[config.mk]
export PLATFORM = sky130hd
export DESIGN_NAME = busy_arb
export DESIGN_NICKNAME = d
export VERILOG_FILES = /design/src/rtl/busy_arb.sv
export SDC_FILE = /design/constraint.sdc
export NUM_CORES = 1
export LEC_CHECK = 0
export ABC_AREA = 1
export CELL_PAD_IN_SITES_DETAIL_PLACEMENT = 1
export CELL_PAD_IN_SITES_GLOBAL_PLACEMENT = 1
export CORE_ASPECT_RATIO = 1.75
export CORE_UTILIZATION = 44
export CTS_BUF_LIST = sky130_fd_sc_hd__clkbuf_4 sky130_fd_sc_hd__clkbuf_8
export CTS_CLUSTER_SIZE = 14
export DETAILED_ROUTE_END_ITERATION = 6
export DONT_BUFFER_PORTS = 1
export GPL_TIMING_DRIVEN = 0
export PLACE_DENSITY_LB_ADDON = 0.2
export SLEW_MARGIN = 20
export SYNTH_ARGS = -nofsm -noshare
export SYNTH_HDL_FRONTEND = slang
export SYNTH_SLANG_ARGS = --single-unit
[constraint.sdc]
create_clock -name clk -period 2.03 [get_ports clk]
set_input_delay 0.203 -clock clk [delete_from_list [all_inputs] [get_ports clk]]
set_output_delay 0.203 -clock clk [all_outputs]
set_load 0.01 [all_outputs]
[src/rtl/busy_arb.sv]
module busy_arb #(
  parameter int AW = 14
) (
  input  logic          clk,
  input  logic          rst_n,
  input  logic          master,
  input  logic          l_ce_n,
  input  logic          l_we_n,
  input  logic [AW-1:0] l_addr,
  input  logic          r_ce_n,
  input  logic          r_we_n,
  input  logic [AW-1:0] r_addr,
  input  logic          l_busy_in_n,
  input  logic          r_busy_in_n,
  output logic          l_busy_n,
  output logic          r_busy_n,
  output logic          l_mem_we_n,
  output logic          r_mem_we_n,
  output logic [1:0]    owner
);
  localparam logic [1:0] OWN_NONE = 2'd0;
  localparam logic [1:0] OWN_L    = 2'd1;
  localparam logic [1:0] OWN_R    = 2'd2;

  logic          l_prev_en, r_prev_en;
  logic [AW-1:0] l_prev_addr, r_prev_addr;
  logic [1:0]    owner_q, m_owner, s_owner;
  logic          tie_right_q;

  wire match  = !l_ce_n && !r_ce_n && (l_addr == r_addr);
  wire l_stay = l_prev_en && (l_prev_addr == l_addr);
  wire r_stay = r_prev_en && (r_prev_addr == r_addr);
  wire fresh  = match && (owner_q == OWN_NONE);
  wire tie    = (l_stay == r_stay);

  always_comb begin
    if (!match)                 m_owner = OWN_NONE;
    else if (owner_q != OWN_NONE) m_owner = owner_q;
    else if (tie)               m_owner = tie_right_q ? OWN_R : OWN_L;
    else                        m_owner = l_stay ? OWN_L : OWN_R;
  end

  always_comb begin
    if (!r_busy_in_n && l_busy_in_n)      s_owner = OWN_L;
    else if (!l_busy_in_n && r_busy_in_n) s_owner = OWN_R;
    else                                  s_owner = OWN_NONE;
  end

  assign owner      = master ? m_owner : s_owner;
  assign l_busy_n   = master ? (m_owner != OWN_R) : l_busy_in_n;
  assign r_busy_n   = master ? (m_owner != OWN_L) : r_busy_in_n;
  assign l_mem_we_n = l_we_n | ~l_busy_n;
  assign r_mem_we_n = r_we_n | ~r_busy_n;

  always_ff @(posedge clk) begin
    if (!rst_n) begin
      l_prev_en   <= 1'b0;
      r_prev_en   <= 1'b0;
      l_prev_addr <= '0;
      r_prev_addr <= '0;
      owner_q     <= OWN_NONE;
      tie_right_q <= 1'b0;
    end else begin
      l_prev_en   <= !l_ce_n;
      r_prev_en   <= !r_ce_n;
      l_prev_addr <= l_addr;
      r_prev_addr <= r_addr;
      owner_q     <= master ? m_owner : OWN_NONE;
      if (master && fresh && tie)
        tie_right_q <= !tie_right_q;
    end
  end
endmodule

After elaboration in Yosys (flattened, before gate mapping) --
Index checks and enable logic that the tools add are counted.
Operators by class: reductions and logical operators 17, bitwise operators 4, multipliers 0, divide/modulo/power cells 0, add/sub/neg operators 0, order comparisons 0, eq/ne operators 6, muxes and demuxes 10, shift operators 0
Operators with widths (count):
- $eq 14x14->1 | 3
- $mux 2 | 8
- $logic_and 1x1->1 | 9
- $logic_not 1->1 | 5
- $logic_not 2->1 | 1
- $mux 1 | 2
- $ne 2x1->1 const B | 1
- $ne 2x2->1 const B | 1
- $not 1->1 | 2
- $or 1x1->1 | 2
- $reduce_and 2->1 | 1
- $reduce_bool 2->1 | 1
- $eq 1x1->1 | 1
Word-level totals: memories 0, bits in registers 33, logic and storage cells 43, latch bits 0, bits of input ports 37, ROM bits 0, RAM bits 0

Depth between registers and ports, before layout --
Gate-level depths: netlist of run 1.
depth in word-level cells 10, depth in mapped cells 16

Worst setup path after synthesis of run 1 --
Ideal clock, no wire load.
path type reg-to-output, start point reg l_prev_addr[9], end point out r_mem_we_n, path slack 0.479 ns, cell stages (with the launch flop) 13, arrival time 1.348 ns, required time 1.827 ns, path through dfxtp_1 inv_1 nand2_1 nand2_1 nor2_1 nand2_1 nor2_2 nand2_1 a21oi_2 nand2_2 a21boi_1 nand2_2 nand2_2
Between the ends: longest elaborated chain between the ends 10, elaborated cells on any way between the ends 11, those cells by class eq/ne (3); mux (5); bitwise (2); reduce/logical (1)
RTL lines:
- start: declaration | line 26 | logic [AW-1:0] l_prev_addr, r_prev_addr;
- start signal: assignment | line 66 | l_prev_addr <= l_addr;
- $eq 14x14->1 * | line 31 | wire l_stay = l_prev_en && (l_prev_addr == l_addr);
- $logic_and 1x1->1 * | line 31
- $mux 2 / $eq 1x1->1 (equally long branches) | line 40, 34
- $mux 2 * | line 39 | else if (tie) m_owner = tie_right_q ? OWN_R : OWN_L;
- $mux 2 * | line 38 | else if (owner_q != OWN_NONE) m_owner = owner_q;
- $mux 2 * | line 37 | if (!match) m_owner = OWN_NONE;
- $ne 2x1->1 * | line 51 | assign r_busy_n = master ? (m_owner != OWN_L) : r_busy_in_n;
- $mux 1 * | line 51
- named net r_busy_n | line 16 | output logic r_busy_n,
- $not 1->1 * | line 53 | assign r_mem_we_n = r_we_n | ~r_busy_n;
- $or 1x1->1 * | line 53
- end: declaration | line 18 | output logic r_mem_we_n,
The timed path passes the listed nets; every way through them passes the cells marked *.

Worst setup path in the final report of run 1 --
start point reg l_prev_addr[6], end point out l_mem_we_n
Between the ends: longest elaborated chain between the ends 10, elaborated cells on any way between the ends 11, those cells by class eq/ne (3); mux (5); bitwise (2); reduce/logical (1)
RTL lines:
- $eq 14x14->1 * | line 31
- $logic_and 1x1->1 * | line 31
- $mux 2 / $eq 1x1->1 (equally long branches) | line 40, 34
- $mux 2 * | line 39
- $mux 2 * | line 38
- $mux 2 * | line 37
- $ne 2x2->1 * | line 50 | assign l_busy_n = master ? (m_owner != OWN_R) : l_busy_in_n;
- $mux 1 * | line 50
- $not 1->1 * | line 52 | assign l_mem_we_n = l_we_n | ~l_busy_n;
- $or 1x1->1 * | line 52
- end: declaration | line 17 | output logic l_mem_we_n,
Mark *: on every way between the ends. The rest lies on a longest branch, timed or not.

==> results of run 1 <==
-- flip-flops by register name, summed over array words and instances (netlist names) --
signal       flops
owner_q          2
tie_right_q      1
l_prev_addr     14
r_prev_addr     14
l_prev_en        1
r_prev_en        1
-- final cells by class --
type / instances / area [um^2] / area share (%)
Inverter: 91 / 342 / 15.5
Clock inverter: 1 / 5.00 / 0.228
Clock buffer: 7 / 96.3 / 4.38
Tap cell: 49 / 61.3 / 2.79
Sequential cell: 33 / 676 / 30.7
Timing Repair Buffer: 5 / 42.5 / 1.94
Multi-Input combinational cell: 198 / 965 / 43.9
Buffer: 3 / 11.3 / 0.512
-- synthesized netlist by cell type, drive strengths merged --
cell type / n / area, um^2
a21oi: 2 / 13.8
or2: 3 / 18.8
a31oi: 1 / 6.26
o21ai: 4 / 20.0
a21boi: 2 / 15.0
inv: 89 / 334
nand3b: 1 / 7.51
o31ai: 1 / 7.51
o22ai: 5 / 31.3
nor3: 1 / 5.00
nand2: 124 / 475
dfxtp: 33 / 661
xnor2: 7 / 61.3
nand3: 8 / 50.1
clkinv: 2 / 7.51
xor2: 3 / 26.3
nor2: 35 / 134
a211oi: 1 / 7.51
clkbuf: 3 / 11.3
-- worst paths after layout --
kind,from,endpoint,cells past startpoint
max,l_prev_addr[6],l_mem_we_n,11
min,l_addr[2],l_prev_addr[2],2
min reg2reg,tie_right_q,tie_right_q,2
max reg2reg,l_prev_addr[6],tie_right_q,9
-- cell families after synthesis --
family                    Yosys count  synth area share [%]
DFF                                33                  34.9
buffers and inverters              94                  18.6
and+or+nand+nor                   172                  36.5
xor gates and xnor gates           10                  4.63
AOI/OAI and AO/OA                  16                  5.35
-- where the power goes --
part / switching [mW] / leakage (nW) / internal [mW]
Clock: 0.240 / 0.0542 / 0.306
Sequential: 0.0149 / 0.277 / 0.681
Combinational: 0.125 / 0.971 / 0.0843
-- stage by stage --
step / total power [mW] / worst slack, ps / instance area (um^2) / util [%]
after floorplan: 0.856 / 479 / 1890 / -
after global placement: 0.891 / 286 / 1950 / 47.5
after detailed placement: 0.903 / 281 / 1950 / 47.5
after CTS: 1.46 / 5.18 / 2100 / 51.1
after global routing: 1.52 / -168 / 2200 / 53.5
final: 1.45 / 22.9 / 2200 / 53.5
-- layer usage --
metal	routed length (um)	vias to the layer above
met1	1760	860
met3	232	12
met4	159	0
met2	2830	38
met5	0	-
li1	-	943
-- timing repair --
action                                  4_1_cts  5_1_grt
endpoints found under the hold margin         2        0
endpoints found under the setup margin        2        6
resized for setup                             4       37
hold buffers                                  2        0
pin swaps                                     4       11
buffers inserted                              2        1
-- worst max-delay path: stages, from the launching register on --
cell and delay [ps]:
dfxtp_1 310, xnor2_1 190, nand3_2 140, nor2_1 160, nand2_2 100, inv_2 60, nand2_2 50, nand2_2 90
nand2_4 70, nand3_2 60, nand2_2 50, or2_4 230
==> metrics.yaml, run 1 <==
core_area_um2: 4110
fp.dieH_um: 88.8
worst-setup-path-type: "flop to output pin"
gp_congestion: 0.764
grt_pass1_wl_um: 7840
synth-seq-cells: 33
required_ps: 1830
synthToLayoutAreaGrowth_pct: 16.1
layout_common_cells: "nand2_1, inv_1, nor2_1"
slew_violations: 0
path_clk_slew_ps: 70
fillerInstances: 606
fin_crit_ps: 2010
drt_wl_total_um: 4990
clockRootBuffer: "clkbuf_8"
pin_count: 43
grt_pass1_vias: 1867
synth_cell_types: 26
cts_buffers: 5
antenna_found_initial: 0
layout-drive-gt1-share_pct: 19.5
fp.dieW_um: 51.6
hold_path.class: "input pin to flop"
syn_nets: 362
use_met1_pct: 21.5
ys_warn_count: 0
use_met3_pct: 6.53
start_util_pct: 46.0
placed_cells: 374
hold_slack_ps: 9.23
tns_ps: 0
ir_worst_vdd_mv: 0.455
met2_usage_pct: 47.7
first_pass_iters: 4
crit_arrival_ps: 1800
drtIter0Drc: 29
gr-total-overflow: 0
end_kind: "output pin"
drc_errors: 0
syn_avg_cell_area_um2: 5.82
ant_nets: 0
dpl.hpwl_um: 4040
path_max_fanout: 4
synth_seq_area_share_pct: 34.9
rows: 31
finalSetupViolCount: 0
num_antenna_cells: 0
vias_per_cell: 4.79
cts_tree: "built"
cts_htree_levels: 2
postSynthCellCount: 325
power.density_nw_per_um2: 660
rsz0062_at_grt: "yes"
maxCapViolCount: 0
leakagePower_nw: 1.30
clock_skew_ps: 4.78
grt_usage_pct: 24.0
grt-busiest-layer: "met2"
port_buffers: 0
nets: 374
clock_path_buffers: 2
reg2reg_setup_slack_ps: 490
finalNonFillerCells: 387
finalHoldViolations: 0
wl_per_cell_um: 12.9
clk-insertion-delay-late_ps: 280
die_area_um2: 4580
synthesis.area_um2: 1890
cts_sinks: 33
final_common_cell: "nand2_1"
tightestPinTransition_ps: 592
maxSlewHeadroom_pct: 60.6
fin_crit_sh_pct: 98.9
grt_max_degree: 11
outcome: "finished, final reports clean"
cp-start-kind: "flop"
max_freq_mhz: 498
num_vias: 1853
Note: power is estimated with default switching activity, not from simulation.
==> run 2: changes to the inputs <==
--- a/config.mk
+++ b/config.mk
@@ -9,7 +9,7 @@
 export CELL_PAD_IN_SITES_DETAIL_PLACEMENT = 1
 export CELL_PAD_IN_SITES_GLOBAL_PLACEMENT = 1
 export CORE_ASPECT_RATIO = 1.75
-export CORE_UTILIZATION = 44
+export CORE_UTILIZATION = 40
 export CTS_BUF_LIST = sky130_fd_sc_hd__clkbuf_4 sky130_fd_sc_hd__clkbuf_8
 export CTS_CLUSTER_SIZE = 14
 export DETAILED_ROUTE_END_ITERATION = 6
==> constraint.sdc (replaced) <==
create_clock -name clk -period 1.7 [get_ports clk]
set_input_delay 0.17 -clock clk [delete_from_list [all_inputs] [get_ports clk]]
set_output_delay 0.17 -clock clk [all_outputs]
set_load 0.01 [all_outputs]
==> metrics.yaml, run 2 (synthesis results as in run 1) <==
core_area_um2: 4480
final_common_cell: "nand2_1"
cts_buffers: 5
layout-drive-gt1-share_pct: 19.3
finalNonFillerCells: 419
maxCapViolCount: 0
tightestPinTransition_ps: 609
num_antenna_cells: 0
cts_sinks: 33
finalSetupViolCount: 6
outcome: "finished with violations"
rsz0062_at_grt: "yes"
end_kind: "output pin"
wl_per_cell_um: 14.8
path_max_fanout: 4
drtIter0Drc: 30
cp-start-kind: "flop"
hold_slack_ps: 264
worst-setup-path-type: "flop to output pin"
gp_congestion: 0.719
synthToLayoutAreaGrowth_pct: 34.7
nets: 404
fp.dieH_um: 93.0
fp.dieW_um: 54.0
pin_count: 43
num_vias: 2010
required_ps: 1530
ir_worst_vdd_mv: 0.444
seq_area_um2: 674
vias_per_cell: 4.80
clock_skew_ps: 6.31
grt_pass1_wl_um: 9500
max_freq_mhz: 495
port_buffers: 0
grt_usage_pct: 26.5
rows: 32
drt_wl_total_um: 6210
drc_errors: 0
ant_nets: 0
finalHoldViolations: 0
fin_crit_sh_pct: 119
start_util_pct: 42.2
cts_tree: "built"
fillerInstances: 641
hold_path.class: "input pin to flop"
first_pass_iters: 4
gr-total-overflow: 0
multi_input_area_um2: 995
maxSlewHeadroom_pct: 59.4
postLayoutCoreUtil_pct: 56.9
crit_arrival_ps: 1850
leakagePower_nw: 1.45
cts_htree_levels: 2
grt_max_degree: 11
clockRootBuffer: "clkbuf_8"
fin_crit_ps: 2020
grt_pass1_vias: 2135
clk-insertion-delay-late_ps: 290
power.density_nw_per_um2: 762
path_clk_slew_ps: 70
slew_violations: 0
placed_cells: 376
layout_common_cells: "nand2_1, inv_1, nor2_1, dlygate4sd3_1, dfxtp_1"
dpl.hpwl_um: 4040
setup_ws_ps: -322
antenna_found_initial: 0
largestRegisters: "l_prev_addr (14), r_prev_addr (14), owner_q (2)"
die_area_um2: 5020
clock_path_buffers: 2
violations: "negative setup slack"
run 2: cell types whose count changed in the layout (fill, tap and decap cells not counted), sizes merged:
cell         change
dlygate4sd3     +28
buf              +2
bufinv           +1
clkinv           -1
run 2: final timing paths:
kind	cells after the start	slack, ps	start	endpoint
max	14	-320	l_prev_addr[9]	l_mem_we_n
min reg2reg	2	560	tie_right_q	tie_right_q
min	4	260	master	owner_q[0]
max reg2reg	15	70	l_prev_addr[9]	owner_q[0]
run 2: report_power, final:
group / internal, mW / switching, mW / total, mW
sequential: 0.814 / 0.0191 / 0.833
combinational: 0.145 / 0.169 / 0.314
clock: 0.494 / 0.302 / 0.797
total: 1.45 / 0.491 / 1.94
run 2: what timing repair did:
action	CTS	global route
hold buffers	30	0
endpoints found under the setup margin	6	7
cloned	0	0
gates resized for setup	17	32
pin swaps	7	20
setup buffers	3	3
hold endpoints to repair	30	0
run 2: per-layer routing:
layer  wire [um]  track usage (%)  vias to the layer above
met5           0                0                        -
met4         100             7.69                        0
met3         203             4.55                       11
met2        3540             51.0                       41
met1        2360             27.1                      951
li1            -                -                     1007
run 2: layout make-up:
cell class,count,area share [%]
Buffer,3,0.442
Clock buffer,7,3.53
Clock inverter,1,1.18
Inverter,91,13.5
Multi-Input combinational cell,198,39.0
Sequential cell,33,26.4
Tap cell,51,2.50
Timing Repair Buffer,35,13.4
run 2: metrics by stage:
step | area (um^2) | setup WS, ps | power, mW | setup TNS, ps
finish | 2550 | -322 | 1.94 | -1670
global route | 2550 | -461 | 2.02 | -2570
CTS | 2440 | -282 | 1.94 | -1380
detailed placement | 1960 | -39.4 | 1.08 | -39.7
global placement | 1960 | -21.4 | 1.07 | -21.4
floorplan | 1890 | 182 | 1.02 | 0
run 2: critical path, stage by stage, from the launching register on:
cell and delay [ps]:
dfxtp_2 340, inv_2 40, nand2_2 50, nand2_1 50, nor2_1 110, nand2_1 90, nor2_2 100, nand2_1 80
inv_1 70, nand2_2 70, nand2_2 110, nand2_4 90, nand3_2 80, nand2_2 50, or2_4 240
